### config.mk
export PLATFORM = sky130hd
export DESIGN_NAME = uart_rx_flags
export DESIGN_NICKNAME = d
export VERILOG_FILES = /design/src/rtl/uart_rx_pkg.sv /design/src/rtl/uart_rx_frame.sv /design/src/rtl/uart_rx_buffer.sv /design/src/rtl/uart_rx_flags.sv
export SDC_FILE = /design/constraint.sdc
export NUM_CORES = 1
export LEC_CHECK = 0
export BUFFER_PORTS_ARGS = -buffer_cell sky130_fd_sc_hd__buf_4
export CELL_PAD_IN_SITES_DETAIL_PLACEMENT = 1
export CELL_PAD_IN_SITES_GLOBAL_PLACEMENT = 2
export CORE_MARGIN = 4
export CORE_UTILIZATION = 34
export CTS_BUF_LIST = sky130_fd_sc_hd__clkbuf_2
export CTS_CLUSTER_DIAMETER = 120
export DETAILED_ROUTE_END_ITERATION = 8
export PLACE_DENSITY_LB_ADDON = 0.1
export SLEW_MARGIN = 0
export SYNTH_ARGS = -nofsm -noshare
export SYNTH_HDL_FRONTEND = slang
export SYNTH_SLANG_ARGS = --single-unit
### constraint.sdc
create_clock -name clk_i -period 2 [get_ports clk_i]
set_input_delay 0.2 -clock clk_i [delete_from_list [all_inputs] [get_ports clk_i]]
set_output_delay 0.2 -clock clk_i [all_outputs]
set_load 0.05 [all_outputs]
### src/rtl/uart_rx_pkg.sv
package uart_rx_pkg;
  localparam int unsigned MAX_BITS  = 9;
  localparam int unsigned BIT_IDX_W = 4;

  typedef enum logic [2:0] {
    ST_IDLE, ST_START, ST_DATA, ST_PAR, ST_STOP1, ST_STOP2
  } rx_state_e;

  typedef struct packed {
    logic [MAX_BITS-1:0] data;
    logic                frm_err;
    logic                par_err;
  } rx_char_t;

  function automatic logic [BIT_IDX_W-1:0] char_bits(input logic [1:0] code);
    case (code)
      2'd0:    return BIT_IDX_W'(7);
      2'd2:    return BIT_IDX_W'(9);
      default: return BIT_IDX_W'(8);
    endcase
  endfunction
endpackage

### src/rtl/uart_rx_frame.sv
module uart_rx_frame
  import uart_rx_pkg::*;
#(
  parameter int unsigned OVS = 16
) (
  input  logic       clk_i,
  input  logic       rst_ni,
  input  logic       rxd_i,
  input  logic       tick_i,
  input  logic       en_i,
  input  logic [1:0] len_i,
  input  logic       par_en_i,
  input  logic       par_odd_i,
  input  logic       two_stop_i,
  output logic       done_o,
  output rx_char_t   char_o
);
  localparam int unsigned CNT_W = $clog2(OVS);
  localparam logic [CNT_W-1:0] CNT_HALF = CNT_W'(OVS / 2 - 1);
  localparam logic [CNT_W-1:0] CNT_LAST = CNT_W'(OVS - 1);

  rx_state_e             state_q;
  logic [CNT_W-1:0]      cnt_q;
  logic [BIT_IDX_W-1:0]  idx_q;
  logic [BIT_IDX_W-1:0]  nbits;
  logic [MAX_BITS-1:0]   shreg_q;
  logic                  par_acc_q, frm_acc_q;
  logic                  done_q, frm_q, par_q;

  assign nbits = char_bits(len_i);

  always_ff @(posedge clk_i or negedge rst_ni) begin
    if (!rst_ni) begin
      state_q   <= ST_IDLE;
      cnt_q     <= '0;
      idx_q     <= '0;
      shreg_q   <= '0;
      par_acc_q <= 1'b0;
      frm_acc_q <= 1'b0;
      done_q    <= 1'b0;
      frm_q     <= 1'b0;
      par_q     <= 1'b0;
    end else begin
      done_q <= 1'b0;
      if (!en_i) begin
        state_q <= ST_IDLE;
      end else if (tick_i) begin
        case (state_q)
          ST_IDLE: begin
            if (!rxd_i) begin
              state_q <= ST_START;
              cnt_q   <= '0;
            end
          end
          ST_START: begin
            if (cnt_q == CNT_HALF) begin
              cnt_q     <= '0;
              idx_q     <= '0;
              par_acc_q <= 1'b0;
              state_q   <= rxd_i ? ST_IDLE : ST_DATA;  // false start
            end else begin
              cnt_q <= cnt_q + 1'b1;
            end
          end
          default: begin
            if (cnt_q != CNT_LAST) begin
              cnt_q <= cnt_q + 1'b1;
            end else begin
              cnt_q <= '0;
              case (state_q)
                ST_DATA: begin
                  shreg_q   <= {rxd_i, shreg_q[MAX_BITS-1:1]};
                  par_acc_q <= par_acc_q ^ rxd_i;
                  if (idx_q == nbits - 1'b1) state_q <= par_en_i ? ST_PAR : ST_STOP1;
                  else                       idx_q   <= idx_q + 1'b1;
                end
                ST_PAR: begin
                  par_acc_q <= par_acc_q ^ rxd_i;
                  state_q   <= ST_STOP1;
                end
                ST_STOP1: begin
                  frm_acc_q <= !rxd_i;
                  if (two_stop_i) begin
                    state_q <= ST_STOP2;
                  end else begin
                    state_q <= ST_IDLE;
                    done_q  <= 1'b1;
                    frm_q   <= !rxd_i;
                    par_q   <= par_en_i && (par_acc_q != par_odd_i);
                  end
                end
                default: begin
                  state_q <= ST_IDLE;
                  done_q  <= 1'b1;
                  frm_q   <= frm_acc_q | !rxd_i;
                  par_q   <= par_en_i && (par_acc_q != par_odd_i);
                end
              endcase
            end
          end
        endcase
      end
    end
  end

  assign done_o         = done_q;
  assign char_o.data    = shreg_q >> (BIT_IDX_W'(MAX_BITS) - nbits);
  assign char_o.frm_err = frm_q;
  assign char_o.par_err = par_q;
endmodule

### src/rtl/uart_rx_buffer.sv
module uart_rx_buffer
  import uart_rx_pkg::*;
(
  input  logic                clk_i,
  input  logic                rst_ni,
  input  logic                en_i,
  input  logic                rd_i,
  input  logic                load_i,
  input  rx_char_t            char_i,
  output logic [MAX_BITS-1:0] data_o,
  output logic                full_o,
  output logic                ovr_o,
  output logic                frm_o,
  output logic                par_o,
  output logic                irq_o
);
  logic [MAX_BITS-1:0] data_q;
  logic full_q, ovr_q, frm_q, par_q, irq_q;
  logic overrun;

  assign overrun = full_q & ~rd_i;

  always_ff @(posedge clk_i or negedge rst_ni) begin
    if (!rst_ni) begin
      data_q <= '0;
      full_q <= 1'b0;
      ovr_q  <= 1'b0;
      frm_q  <= 1'b0;
      par_q  <= 1'b0;
      irq_q  <= 1'b0;
    end else begin
      irq_q <= 1'b0;
      if (!en_i) begin
        ovr_q <= 1'b0;
        frm_q <= 1'b0;
        par_q <= 1'b0;
        if (rd_i) full_q <= 1'b0;
      end else if (load_i) begin
        data_q <= char_i.data;
        full_q <= 1'b1;
        ovr_q  <= overrun | (ovr_q & ~rd_i);
        frm_q  <= char_i.frm_err | (frm_q & ~rd_i);
        par_q  <= char_i.par_err | (par_q & ~rd_i);
        irq_q  <= ~overrun;
      end else if (rd_i) begin
        full_q <= 1'b0;
        ovr_q  <= 1'b0;
        frm_q  <= 1'b0;
        par_q  <= 1'b0;
      end
    end
  end

  assign data_o = data_q;
  assign full_o = full_q;
  assign ovr_o  = ovr_q;
  assign frm_o  = frm_q;
  assign par_o  = par_q;
  assign irq_o  = irq_q;
endmodule

### src/rtl/uart_rx_flags.sv
module uart_rx_flags
  import uart_rx_pkg::*;
#(
  parameter int unsigned OVS = 16
) (
  input  logic                clk_i,
  input  logic                rst_ni,
  input  logic                rxd_i,
  input  logic                tick_i,
  input  logic                rx_en_i,
  input  logic                rd_i,
  input  logic [1:0]          char_len_i,
  input  logic                par_en_i,
  input  logic                par_odd_i,
  input  logic                two_stop_i,
  input  logic                rts_en_i,
  output logic [MAX_BITS-1:0] data_o,
  output logic                full_o,
  output logic                ovr_err_o,
  output logic                frm_err_o,
  output logic                par_err_o,
  output logic                err_sum_o,
  output logic                rts_o,
  output logic                rx_irq_o
);
  logic     frame_done;
  rx_char_t frame_char;

  uart_rx_frame #(.OVS(OVS)) u_frame (
    .clk_i      (clk_i),
    .rst_ni     (rst_ni),
    .rxd_i      (rxd_i),
    .tick_i     (tick_i),
    .en_i       (rx_en_i),
    .len_i      (char_len_i),
    .par_en_i   (par_en_i),
    .par_odd_i  (par_odd_i),
    .two_stop_i (two_stop_i),
    .done_o     (frame_done),
    .char_o     (frame_char)
  );

  uart_rx_buffer u_buf (
    .clk_i  (clk_i),
    .rst_ni (rst_ni),
    .en_i   (rx_en_i),
    .rd_i   (rd_i),
    .load_i (frame_done),
    .char_i (frame_char),
    .data_o (data_o),
    .full_o (full_o),
    .ovr_o  (ovr_err_o),
    .frm_o  (frm_err_o),
    .par_o  (par_err_o),
    .irq_o  (rx_irq_o)
  );

  assign err_sum_o = ovr_err_o | frm_err_o | par_err_o;
  assign rts_o     = rts_en_i & ~(rx_en_i & ~full_o);
endmodule

==> flow_metrics.env <==
export IMPL_status="finished clean"
export IMPL_slowest_stage="dfrtp_1"
export IMPL_sequentialPowerShare_pct=53.1
export IMPL_p_leak_nw=1.16
export IMPL_fin_crit_ps=1950
export IMPL_dieHeight_microns=84.8
export IMPL_switchingPower_w=0.000460
export IMPL_max_cap_viol_count=0
export IMPL_min_to="u_frame.par_q$_DFFE_PN0P_"
export IMPL_drive_gt1_share_pct=24.5
export IMPL_crit_fanout=7
export IMPL_crit_path_end_kind="flop"
export IMPL_grt_pass1_vias=1714
export IMPL_startpoint_type="flop"
export IMPL_reg2reg_depth=5
export IMPL_cts_htree_levels=2
export IMPL_async_reset_ff_share_pct=100
export IMPL_drc=0
export IMPL_tightest_slew_ps=504
export IMPL_clk_root_buffer_cell="clkbuf_2"
export IMPL_core_area_sq_um=5610
export IMPL_drt_wl_total_microns=4780
export IMPL_hp_class="input port to flop"
export IMPL_fin_ws_ps=52.1
export IMPL_drt_pass1_iter_count=4
export IMPL_synth_cell_type_count=45
export IMPL_grt_max_degree=40
export IMPL_use_met2_pct=24.4
export IMPL_final_core_util_pct=43.3
export IMPL_viasPerCell=5.16
export IMPL_die_w_microns=84.8
export IMPL_ys_flop_type="dfrtp_1"
export IMPL_setup_viol=0
export IMPL_pre_cts_ws_ps=63.8
export IMPL_wl_per_cell_microns=15.3
export IMPL_layout_commonest_cell="dfrtp_1"
export IMPL_io_buffers=27
export IMPL_gp_congestion=0.853
export IMPL_finClkSkew_ps=22.6
export IMPL_grt_pass1_wl_microns=7930
export IMPL_combinationalPowerShare_pct=16.5
export IMPL_synth_cells=203
export IMPL_synthToLayoutAreaGrowth_pct=20.9
export IMPL_hold_ws_ps=58.6
export IMPL_cts_sinks=39
export IMPL_grt_busiest_layer="met2"
export IMPL_grt_use_total_pct=13.6
export IMPL_ys_ff_latch=39
export IMPL_mostFrequentLayoutCells="39 x dfrtp_1, 37 x buf_4, 26 x nand2_1"
export IMPL_std_cell_rows=27
export IMPL_num_vias=1616
export IMPL_slowest_delay_ps=530
export IMPL_switching_share_pct=28.9
export IMPL_drtAntennaViolNets=0
export IMPL_antenna_found_initial=0
export IMPL_rr_endpoint="u_frame.idx_q[0]$_DFFE_PN0P_"
export IMPL_dp_hpwl_microns=3550
export IMPL_clk_pin_slew_ps=220
export IMPL_nNetsFinal=254
export IMPL_clk_latency_ps=420
export IMPL_clkPwrFrac_pct=30.3
export IMPL_max_freq_mhz=513
export IMPL_gr_total_overflow=0
export IMPL_reg2reg_slack_ps=50
export IMPL_fin_crit_sh_pct=97.4
export IMPL_slew_violations=0
export IMPL_clk_path_buf_depth=2
export IMPL_critical_path_class="flop to flop"
export IMPL_rsz0062_at_grt="true"
export IMPL_synth_avg_cell_area_sq_um=9.89
export IMPL_p_int_w=0.00113
export IMPL_path_buf_inv=1
export IMPL_max_vdd_ir_drop_mv=0.304
export IMPL_synth_edf_count=0
export IMPL_cp_arrival_ps=2260
export IMPL_max_slew_margin_pct=66.3
export IMPL_use_met3_pct=2.62
export IMPL_drt_iter0_markers=50
export IMPL_crit_family="simple AND/OR/NAND/NOR gates"
export IMPL_n_antenna_cell=0
export IMPL_yosys_warnings=0
export IMPL_start_util_pct=35.8
export IMPL_worstHoldStart="par_en_i"
export IMPL_syn_num_nets=217
export IMPL_cp_cell_sequence="inv_1 > nor3_1 > a31oi_4 > or3_1 > mux2_1"
export IMPL_reg2reg_from="u_frame.state_q[0]$_DFFE_PN0P_"
export IMPL_hold_path_depth=3
export IMPL_grt_use_met1_pct=16.1
export IMPL_required_ps=2310
export IMPL_cts_tree="yes"
export IMPL_die_area_sq_um=7200
export IMPL_ios=28
export IMPL_synth_seq_area_share_pct=48.6
export IMPL_hold_violations=0
export IMPL_synth_area_sq_um=2010
export IMPL_numCtsBuffers=5
export IMPL_fin_tns_setup_ps=0
export IMPL_power_density_nw_per_um2=656
-- synth_stat cells (2+ instances only) --
cell,number,share of area (%)
mux2i_1,8,4.0
clkbuf_1,6,1.1
o41ai_1,4,1.7
and3_1,2,0.62
nand2b_1,2,0.62
a22oi_1,3,1.1
or3_1,3,0.94
nand2_1,26,4.9
nand4_1,3,0.94
ha_1,2,1.2
nor4b_1,2,0.87
mux2_2,9,5.1
a21oi_1,12,3.0
buf_2,2,0.50
nor2_1,13,2.4
nor3_1,4,1.0
o31ai_1,2,0.75
mux2_1,2,1.1
nor3b_1,2,0.75
a31oi_1,2,0.62
o21ai_0,15,3.7
inv_1,8,1.5
dfrtp_1,39,49
nand3b_1,2,0.75
nand3_1,6,1.5
nor2b_1,5,1.6
-- registers in the layout, summed over array words and instances (netlist names) --
| register | count |
|---|---|
| u_buf.data_o | 9 |
| u_buf.frm_o | 1 |
| u_buf.full_o | 1 |
| u_buf.irq_o | 1 |
| u_buf.ovr_o | 1 |
| u_buf.par_o | 1 |
| u_frame.cnt_q | 4 |
| u_frame.done_o | 1 |
| u_frame.frm_acc_q | 1 |
| u_frame.frm_q | 1 |
| u_frame.idx_q | 4 |
| u_frame.par_acc_q | 1 |
| u_frame.par_q | 1 |
| u_frame.shreg_q | 9 |
| u_frame.state_q | 3 |
-- layer usage --
metal	part of all wire [%]	up-vias
met1	44	780
met5	0	-
li1	-	802
met2	51	24
met4	2.1	0
met3	3.3	10
-- logic make-up (layout without fill, tap and decap cells) --
kind of cell             Yosys count  after routing  synth area share, %
XOR/XNOR                           1              1                0.436
AO/OA/AOI/OAI                     50             50                 16.9
adder cells (fa/ha/maj)            2              2                 1.25
AND/OR/NAND/NOR                   74             74                 18.6
buffers and inverters             18             56                 4.05
flip-flops                        39             39                 48.6
multiplexers                      19             19                 10.2
-- worst max-delay path by stage --
stage                              endpoint  cells after the start                            from  slack, ps
2_1_floorplan  u_frame.idx_q[0]$_DFFE_PN0P_                      5    u_frame.idx_q[0]$_DFFE_PN0P_        150
3_3_place_gp   u_frame.idx_q[1]$_DFFE_PN0P_                      5    u_frame.idx_q[0]$_DFFE_PN0P_        150
3_5_place_dp   u_frame.idx_q[0]$_DFFE_PN0P_                      5    u_frame.idx_q[0]$_DFFE_PN0P_         60
4_1_cts        u_frame.idx_q[0]$_DFFE_PN0P_                      5    u_frame.idx_q[0]$_DFFE_PN0P_         40
5_1_grt        u_frame.idx_q[0]$_DFFE_PN0P_                      5    u_frame.idx_q[0]$_DFFE_PN0P_        -10
6_report       u_frame.idx_q[0]$_DFFE_PN0P_                      5  u_frame.state_q[0]$_DFFE_PN0P_         50
-- layout make-up --
class / count / area [sq um]
fill: 656 / 3180
sequential: 39 / 976
multi-input combinational: 146 / 958
timing repair buffer: 40 / 308
tap: 72 / 90.1
clock inverter: 3 / 38.8
inverter: 8 / 30.0
clock buffer: 5 / 25.0
-- tightest hold or removal path, cell delays in order --
cell and delay (ps):
buf_4 130, nand2_1 50, o21ai_0 70
-- power by group through the flow --
stage | logic (W) | clock network (W) | registers [W]
2_1_floorplan | 0.000170 | 0 | 0.000845
3_3_place_gp | 0.000250 | 0 | 0.000855
3_5_place_dp | 0.000257 | 0 | 0.000858
4_1_cts | 0.000262 | 0.000499 | 0.000845
5_1_grt | 0.000294 | 0.000531 | 0.000849
6_report | 0.000263 | 0.000483 | 0.000846
-- stage by stage --
step / area (sq um) / instances / power [W]
floorplan: 2010 / 203 / 0.00102
global placement: 2320 / 301 / 0.00111
detailed placement: 2320 / 301 / 0.00111
CTS: 2400 / 311 / 0.00161
global route: 2430 / 313 / 0.00167
finish: 2430 / 313 / 0.00159
-- repair_timing --
action / in CTS / in global routing
endpoints found under the setup margin: 0 / 2
gates resized for setup: 0 / 1
buffers inserted: 0 / 1
endpoints found under the hold margin: 41 / 1
hold buffers: 2 / 1
Note: power is estimated with default switching activity, not from simulation.
